`src/rtl/hwfb_pkg.sv`:
```
package hwfb_pkg;

    localparam int WAIT_W = 2;
    localparam int HALF_W = 16;
    localparam int WORD_W = 2 * HALF_W;

    typedef enum logic [1:0] {
        ACT_IDLE  = 2'd0,
        ACT_HIT   = 2'd1,
        ACT_STALL = 2'd2,
        ACT_MISS  = 2'd3
    } act_e;

    typedef struct packed {
        logic              upper;
        logic [HALF_W-1:0] half;
    } half_sel_t;

    function automatic logic [WAIT_W-1:0] eff_wait(input logic [WAIT_W-1:0] c);
        return (c == '0) ? WAIT_W'(1) : c;
    endfunction

    function automatic logic [HALF_W-1:0] pick_half(input logic [WORD_W-1:0] w,
                                                    input logic upper);
        return upper ? w[WORD_W-1:HALF_W] : w[HALF_W-1:0];
    endfunction

endpackage

```
`src/rtl/hwfb_seq_track.sv`:
```
module hwfb_seq_track #(
    parameter int HW_W = 15
) (
    input  logic            clk,
    input  logic            rst,
    input  logic            served,
    input  logic [HW_W-1:0] req_hw,
    output logic            seq
);
    logic [HW_W-1:0] last_hw_q;
    logic            last_v_q;

    always_ff @(posedge clk) begin
        if (rst) begin
            last_hw_q <= '0;
            last_v_q  <= 1'b0;
        end else if (served) begin
            last_hw_q <= req_hw;
            last_v_q  <= 1'b1;
        end
    end

    assign seq = last_v_q && (req_hw == last_hw_q + HW_W'(1));

    p_no_seq_after_reset_r1: assert property (@(posedge clk) disable iff (rst)
        $past(rst) |-> !last_v_q);

endmodule

```
`src/rtl/hwfb_read_ctrl.sv`:
```
module hwfb_read_ctrl import hwfb_pkg::*; #(
    parameter int WA_W = 14,
    parameter int HW_W = 15
) (
    input  logic              clk,
    input  logic              rst,
    input  logic              launch,
    input  logic [WA_W-1:0]   launch_addr,
    input  logic              launch_pf,
    input  logic [HW_W-1:0]   launch_hw,
    input  logic [WAIT_W-1:0] cfg_wait,
    output logic              pend,
    output logic [WA_W-1:0]   pend_addr,
    output logic              pend_pf,
    output logic [HW_W-1:0]   pend_hw,
    output logic              done
);
    logic              pend_q;
    logic [WA_W-1:0]   addr_q;
    logic              pf_q;
    logic [HW_W-1:0]   hw_q;
    logic [WAIT_W-1:0] wait_q;
    logic [WAIT_W-1:0] cnt_q;

    always_ff @(posedge clk) begin
        if (rst) begin
            pend_q <= 1'b0;
            addr_q <= '0;
            pf_q   <= 1'b0;
            hw_q   <= '0;
            wait_q <= WAIT_W'(1);
            cnt_q  <= WAIT_W'(1);
        end else if (launch) begin
            pend_q <= 1'b1;
            addr_q <= launch_addr;
            pf_q   <= launch_pf;
            hw_q   <= launch_hw;
            wait_q <= eff_wait(cfg_wait);
            cnt_q  <= WAIT_W'(1);
        end else if (done) begin
            pend_q <= 1'b0;
        end else if (pend_q) begin
            cnt_q <= cnt_q + WAIT_W'(1);
        end
    end

    assign pend      = pend_q;
    assign pend_addr = addr_q;
    assign pend_pf   = pf_q;
    assign pend_hw   = hw_q;
    assign done      = pend_q && (cnt_q == wait_q);

    p_wait_held_r8: assert property (@(posedge clk) disable iff (rst)
        (pend_q && !launch) |=> (wait_q == $past(wait_q)));

    p_count_bound_r8: assert property (@(posedge clk) disable iff (rst)
        pend_q |-> (cnt_q != '0 && cnt_q <= wait_q));

endmodule

```
`src/rtl/hwfb_word_buf.sv`:
```
module hwfb_word_buf import hwfb_pkg::*; #(
    parameter int WA_W = 14
) (
    input  logic              clk,
    input  logic              rst,
    input  logic              load,
    input  logic              inval,
    input  logic [WA_W-1:0]   load_tag,
    input  logic [WORD_W-1:0] load_data,
    output logic              valid,
    output logic [WA_W-1:0]   tag,
    output logic [WORD_W-1:0] data
);
    logic              valid_q;
    logic [WA_W-1:0]   tag_q;
    logic [WORD_W-1:0] data_q;

    always_ff @(posedge clk) begin
        if (rst) begin
            valid_q <= 1'b0;
            tag_q   <= '0;
            data_q  <= '0;
        end else if (inval) begin
            valid_q <= 1'b0;
        end else if (load) begin
            valid_q <= 1'b1;
            tag_q   <= load_tag;
            data_q  <= load_data;
        end
    end

    assign valid = valid_q;
    assign tag   = tag_q;
    assign data  = data_q;

    p_discard_wins_r7: assert property (@(posedge clk) disable iff (rst)
        inval |=> !valid_q);

endmodule

```
`src/rtl/hw_fetch_buf.sv`:
```
module hw_fetch_buf import hwfb_pkg::*; #(
    parameter int ADDR_W = 16
) (
    input  logic                clk,
    input  logic                rst,
    input  logic [WAIT_W-1:0]   cfg_wait,
    input  logic                req_valid,
    input  logic [ADDR_W-1:0]   req_addr,
    output logic                req_ready,
    output logic [HALF_W-1:0]   req_data,
    output logic                fl_start,
    output logic [ADDR_W-3:0]   fl_addr,
    input  logic [WORD_W-1:0]   fl_data
);
    localparam int HW_W = ADDR_W - 1;
    localparam int WA_W = ADDR_W - 2;

    logic [HW_W-1:0]   req_hw;
    logic [WA_W-1:0]   req_word;
    logic              upper;
    logic              seq;

    logic              pend, pend_pf, rd_done;
    logic [WA_W-1:0]   pend_addr;
    logic [HW_W-1:0]   pend_hw;

    logic              buf_valid;
    logic [WA_W-1:0]   buf_tag;
    logic [WORD_W-1:0] buf_data;

    logic              pend_match;
    act_e              act;
    logic              launch;
    logic [WA_W-1:0]   launch_addr;
    logic [WORD_W-1:0] word_out;
    half_sel_t         out_sel;

    assign req_hw   = req_addr[ADDR_W-1:1];
    assign req_word = req_addr[ADDR_W-1:2];
    assign upper    = req_addr[1];

    hwfb_seq_track #(.HW_W(HW_W)) u_seq (
        .clk    (clk),
        .rst    (rst),
        .served (req_ready),
        .req_hw (req_hw),
        .seq    (seq)
    );

    assign pend_match = pend && (pend_addr == req_word) &&
                        (pend_pf ? seq : (pend_hw == req_hw));

    always_comb begin
        act = ACT_IDLE;
        if (req_valid) begin
            if (seq && buf_valid && (buf_tag == req_word))
                act = ACT_HIT;
            else if (pend_match)
                act = ACT_STALL;
            else
                act = ACT_MISS;
        end
    end

    assign req_ready = (act == ACT_HIT) || ((act == ACT_STALL) && rd_done);

    assign launch      = (act == ACT_MISS) || (req_ready && upper);
    assign launch_addr = (act == ACT_MISS) ? req_word : req_word + WA_W'(1);

    hwfb_read_ctrl #(.WA_W(WA_W), .HW_W(HW_W)) u_rd (
        .clk         (clk),
        .rst         (rst),
        .launch      (launch),
        .launch_addr (launch_addr),
        .launch_pf   (act != ACT_MISS),
        .launch_hw   (req_hw),
        .cfg_wait    (cfg_wait),
        .pend        (pend),
        .pend_addr   (pend_addr),
        .pend_pf     (pend_pf),
        .pend_hw     (pend_hw),
        .done        (rd_done)
    );

    hwfb_word_buf #(.WA_W(WA_W)) u_buf (
        .clk       (clk),
        .rst       (rst),
        .load      (rd_done),
        .inval     (act == ACT_MISS),
        .load_tag  (pend_addr),
        .load_data (fl_data),
        .valid     (buf_valid),
        .tag       (buf_tag),
        .data      (buf_data)
    );

    assign word_out     = (act == ACT_HIT) ? buf_data : fl_data;
    assign out_sel.upper = upper;
    assign out_sel.half  = pick_half(word_out, upper);
    assign req_data     = out_sel.half;

    assign fl_start = launch;
    assign fl_addr  = launch_addr;

    p_ready_needs_valid_r10: assert property (@(posedge clk) disable iff (rst)
        req_ready |-> req_valid);

    p_clean_after_reset_r1: assert property (@(posedge clk) disable iff (rst)
        $past(rst) |-> (!buf_valid && !pend));

    p_upper_prefetch_r5: assert property (@(posedge clk) disable iff (rst)
        (req_ready && upper) |-> (fl_start && fl_addr == req_word + WA_W'(1)));

    p_miss_launch_r3: assert property (@(posedge clk) disable iff (rst)
        (req_valid && !req_ready && !pend_match) |-> (fl_start && fl_addr == req_word));

    p_hit_no_wait_r4: assert property (@(posedge clk) disable iff (rst)
        (req_valid && seq && upper && buf_valid && buf_tag == req_word) |-> req_ready);

endmodule

```
`config.mk`:
```
export PLATFORM = sky130hd
export DESIGN_NAME = hw_fetch_buf
export DESIGN_NICKNAME = d
export VERILOG_FILES = /design/src/rtl/hwfb_pkg.sv /design/src/rtl/hwfb_seq_track.sv /design/src/rtl/hwfb_read_ctrl.sv /design/src/rtl/hwfb_word_buf.sv /design/src/rtl/hw_fetch_buf.sv
export SDC_FILE = /design/constraint.sdc
export NUM_CORES = 1
export LEC_CHECK = 0
export ABC_AREA = 1
export BUFFER_PORTS_ARGS = -buffer_cell sky130_fd_sc_hd__buf_2
export CORE_UTILIZATION = 40
export CTS_CLUSTER_DIAMETER = 200
export DETAILED_ROUTE_END_ITERATION = 16
export GPL_ROUTABILITY_DRIVEN = 0
export PLACE_DENSITY_LB_ADDON = 0.08
export SETUP_SLACK_MARGIN = 0.5
export SLEW_MARGIN = 15
export SYNTH_ARGS = -nofsm -noshare
export SYNTH_HDL_FRONTEND = slang
export SYNTH_SLANG_ARGS = --single-unit
```
`constraint.sdc`:
```
create_clock -name clk -period 2.8 [get_ports clk]
set_clock_uncertainty 0.05 [all_clocks]
set_input_delay 0.28 -clock clk [delete_from_list [all_inputs] [get_ports clk]]
set_output_delay 0.28 -clock clk [all_outputs]
set_load 0.02 [all_outputs]
```
==> impl_metrics.csv <==
group,metric,value,unit
outcome,status,"complete, but fails checks",
outcome,violations,"negative setup slack",
pwr,netSwitchingFraction,31.4,%
setup_path,critPathKind,"register to primary output",
hold_path,hold_depth,3,
cts,root_buffer,"clkbuf_16",
drt,ant_nets,0,
pwr,p_switching,0.00118,W
setup_path,cp_slowest_cell,"dfxtp_4",
cts,clock_latency,0.35,ns
pwr,p_comb_share,26.4,%
setup_path,crit_fanout,6,
setup_path,cp-end-kind,"primary output",
global_routing,grt_pass1_vias,6391,
setup_path,crit_path_start_kind,"register",
drt,first_pass_iters,6,
sta,final_hold_viol_count,0,
setup_path,max_stage_delay,0.37,ns
sta,setup_violations,110,
yosys,synth_top_family_by_area,"simple AND/OR/NAND/NOR gates",
die,initial_core_util,41.7,%
setup_path,cp_cell_sequence,"ha_4, nand2_4, nor2_4, buf_6, nand2_4, nand2_2, nand2_2, nand2_2, nand4_1, nor2_2, nand3_1, nand2_2, clkinv_4, nand2_8, buf_12, buf_16, nand2_4, nand2_4, buf_6",
finish,fin_area,9420,sq um
die,rows,44,
die,die_w,126,um
flow_run,cap_viol_max_count,0,
placed_design,dpl.hpwl,13.4,mm
sta,min_period,3.06,ns
yosys,synth_mux_area_share,0,%
yosys,synth_common_cells,"nor2_1 (180), nand2_1 (160), inv_1 (102)",
sta,timing.fmax,327,MHz
cts,clock_sinks,98,
global_routing,grt_max_degree,65,
drt,wirelength,21.8,mm
global_routing,grt_pass1_wl,33.6,mm
setup_path,crit_required,2.47,ns
drt,wl_met1,10.1,mm
yosys,synth.most_common_cell,"nor2_1",
pwr,powerDensity,397,nW/um^2
yosys,synth_area_leaders,"dfxtp_1 (32%), nor2_1 (11%), nand2_1 (9.8%), nand3_1 (7.5%), inv_1 (6.2%)",
yosys,synth_top_area_cell,"dfxtp_1",
die,core-area,14800,sq um
yosys,synthSimpleGateAreaFrac,34.3,%
finish,insertedDiodeCount,0,
sta,relSlewSlack,57.9,%
cts,cts.clk_slew.worst_paths,0.07,ns
setup_path,ff2ff_path_depth,21,
yosys,yosys.area_share.adder,0.406,%
yosys,synth-seq-cells,98,
drt,wl_met3,1.07,mm
sta,rsz0062_at_grt,"true",
finish,nFillCells,1305,
placed_design,port_buffers,83,
sta,slew_violations,0,
pwr,p_leak,4.10,nW
global_routing,antenna_found_initial,0,
yosys,ys_types,34,
yosys,synth_xor_xnor_area_share,7.25,%
yosys,synth_edf_count,0,
sta,tightestPinTransition,0.629,ns
yosys,syn-cell-area,6160,sq um
yosys,ys_warn_count,0,
pwr,pwr-share-clk,32.7,%
die,die_h,126,um
yosys,synth_top_area_share,31.9,%
global_routing,grt_use_total,27.1,%
sta,setup_slack,-0.260,ns
yosys,synthArstFlopShare,0,%
die,io_pins,85,
drt,route.met2.wl,10.0,mm
yosys,ys_seq_area_share,31.9,%
finish,final_layout_size_suffix_gt1_share,39.3,%
pwr,seq_power_share,40.8,%
yosys,ys.flop_type,"dfxtp_1",
finish,nNetsFinal,1172,
hold_path,min_path_type,"input pin to register",
yosys,syn_inst,971,
pwr,power.internal,0.00256,W
drt,drt-initial-drc-count,458,
cts,cts_tree,"yes",
cts,htreeDepth,3,
placed_design,placed_area,6930,sq um
global_routing,grt.overflow.total,0,
cts,clockBufferDepth,2,
drt,top_layer,"met4",
sta,period_share,109,%
drt,wire_per_inst,16.7,um
cts,numCtsBuffers,9,
pwr,irDropWorstVdd,0.290,mV
drt,dr_total_vias,6903,
yosys,synth_compound_area_share,14.1,%
yosys,syn-num-nets,1026,
yosys,synth.avg_cell_area,6.34,sq um
die,dieArea,15900,sq um
drt,drc,0,
sta,whs,0.111,ns
finish,syn_to_final_growth,52.9,%
drt,via_per_inst,5.29,
setup_path,arrival,2.73,ns
[cell usage in the layout, fill, tap and decap left out, drive strengths merged, types with 4 or more instances in the layout]
cell type and count:
buf 188, nor2 185, nand2 169, inv 108, dfxtp 98, nand3 95, o21ai 95, a21oi 58
xor2 37, xnor2 14, clkbuf 14, nor3 12, nand4 10, or2 7, a211oi 7, clkinvlp 4
[logic make-up after synthesis]
kind of cell / Yosys count
xor gates and xnor gates: 51
AOI/OAI and AO/OA: 167
adders and majority gates: 2
DFF: 98
buffers and inverters: 167
and+or+nand+nor: 486
[layer usage]
layer	vias up	GRT usage, %
met2	214	44.1
met4	0	8.65
met3	50	3.44
met5	-	0
li1	3401	-
met1	3238	37.1
[final timing paths]
| path | start | endpoint | slack, ns |
|---|---|---|---|
| hold / removal | cfg_wait[1] | u_rd.wait_q[1]$_SDFFE_PP0P_ | 0.11 |
| setup / recovery | u_seq.last_hw_q[0]$_SDFFE_PP0P_ | fl_addr[3] | -0.26 |
| setup reg to reg | u_seq.last_hw_q[0]$_SDFFE_PP0P_ | u_buf.data[21]$_SDFFE_PP0P_ | -0.17 |
| hold reg to reg | u_rd.pend_hw[14]$_SDFFE_PP0P_ | u_rd.pend_hw[14]$_SDFFE_PP0P_ | 0.43 |
[flip-flops by register name, indices dropped and copies added (netlist names)]
name,cells
u_rd.pend_addr,14
u_rd.pend_hw,15
u_seq.last_v_q,1
u_rd.wait_q,2
u_buf.tag,14
u_buf.valid,1
u_rd.pend_pf,1
u_rd.pend,1
u_rd.cnt_q,2
u_buf.data,32
u_seq.last_hw_q,15
[area by class of cell]
| cell class | instances | area, sq um | share of cell area (%) |
|---|---|---|---|
| clock buffer | 12 | 258 | 2.74 |
| clock inverter | 3 | 23.8 | 0.252 |
| inverter | 110 | 437 | 4.64 |
| multi-input combinational | 707 | 4500 | 47.8 |
| sequential | 98 | 1970 | 20.9 |
| tap | 184 | 230 | 2.44 |
| timing repair buffer | 190 | 1990 | 21.1 |
| timing repair inverter | 1 | 7.51 | 0.0797 |
[worst max-delay path: cells and delay by family, from the launching register on]
kind,cells,cell delay [ns]
and+or+nand+nor,13,1.27
buffers and inverters,5,0.58
DFF,1,0.37
adders and majority gates,1,0.15
[per-stage QoR]
step                std cells  setup slack, ns  util [%]  total power (W)  TNS [ns]
global route             1305           -0.417      63.8          0.00391    -27.87
finish                   1305           -0.260      63.8          0.00374    -12.77
CTS                      1283           -0.209      59.4          0.00365     -5.14
detailed placement       1223           0.0443      47.0          0.00220         0
global placement         1223           0.0574      47.0          0.00220         0
floorplan                 971            0.348         -          0.00198         0
[what timing repair did]
| item | in CTS | in global routing |
|---|---|---|
| endpoints found under the setup margin | 130 | 130 |
| setup buffers | 31 | 20 |
| cloned | 14 | 2 |
| hold buffers | 0 | 0 |
| pin swaps | 50 | 78 |
| gates resized for setup | 274 | 112 |
[power groups by stage]
stage	logic (W)	clock network (W)	registers [W]
global route	0.00107	0.00130	0.00154
finish	0.000989	0.00123	0.00153
CTS	0.000892	0.00124	0.00152
global placement	0.000655	0	0.00154
floorplan	0.000448	0	0.00153
detailed placement	0.000655	0	0.00154
Note: power is estimated with default switching activity, not from simulation.
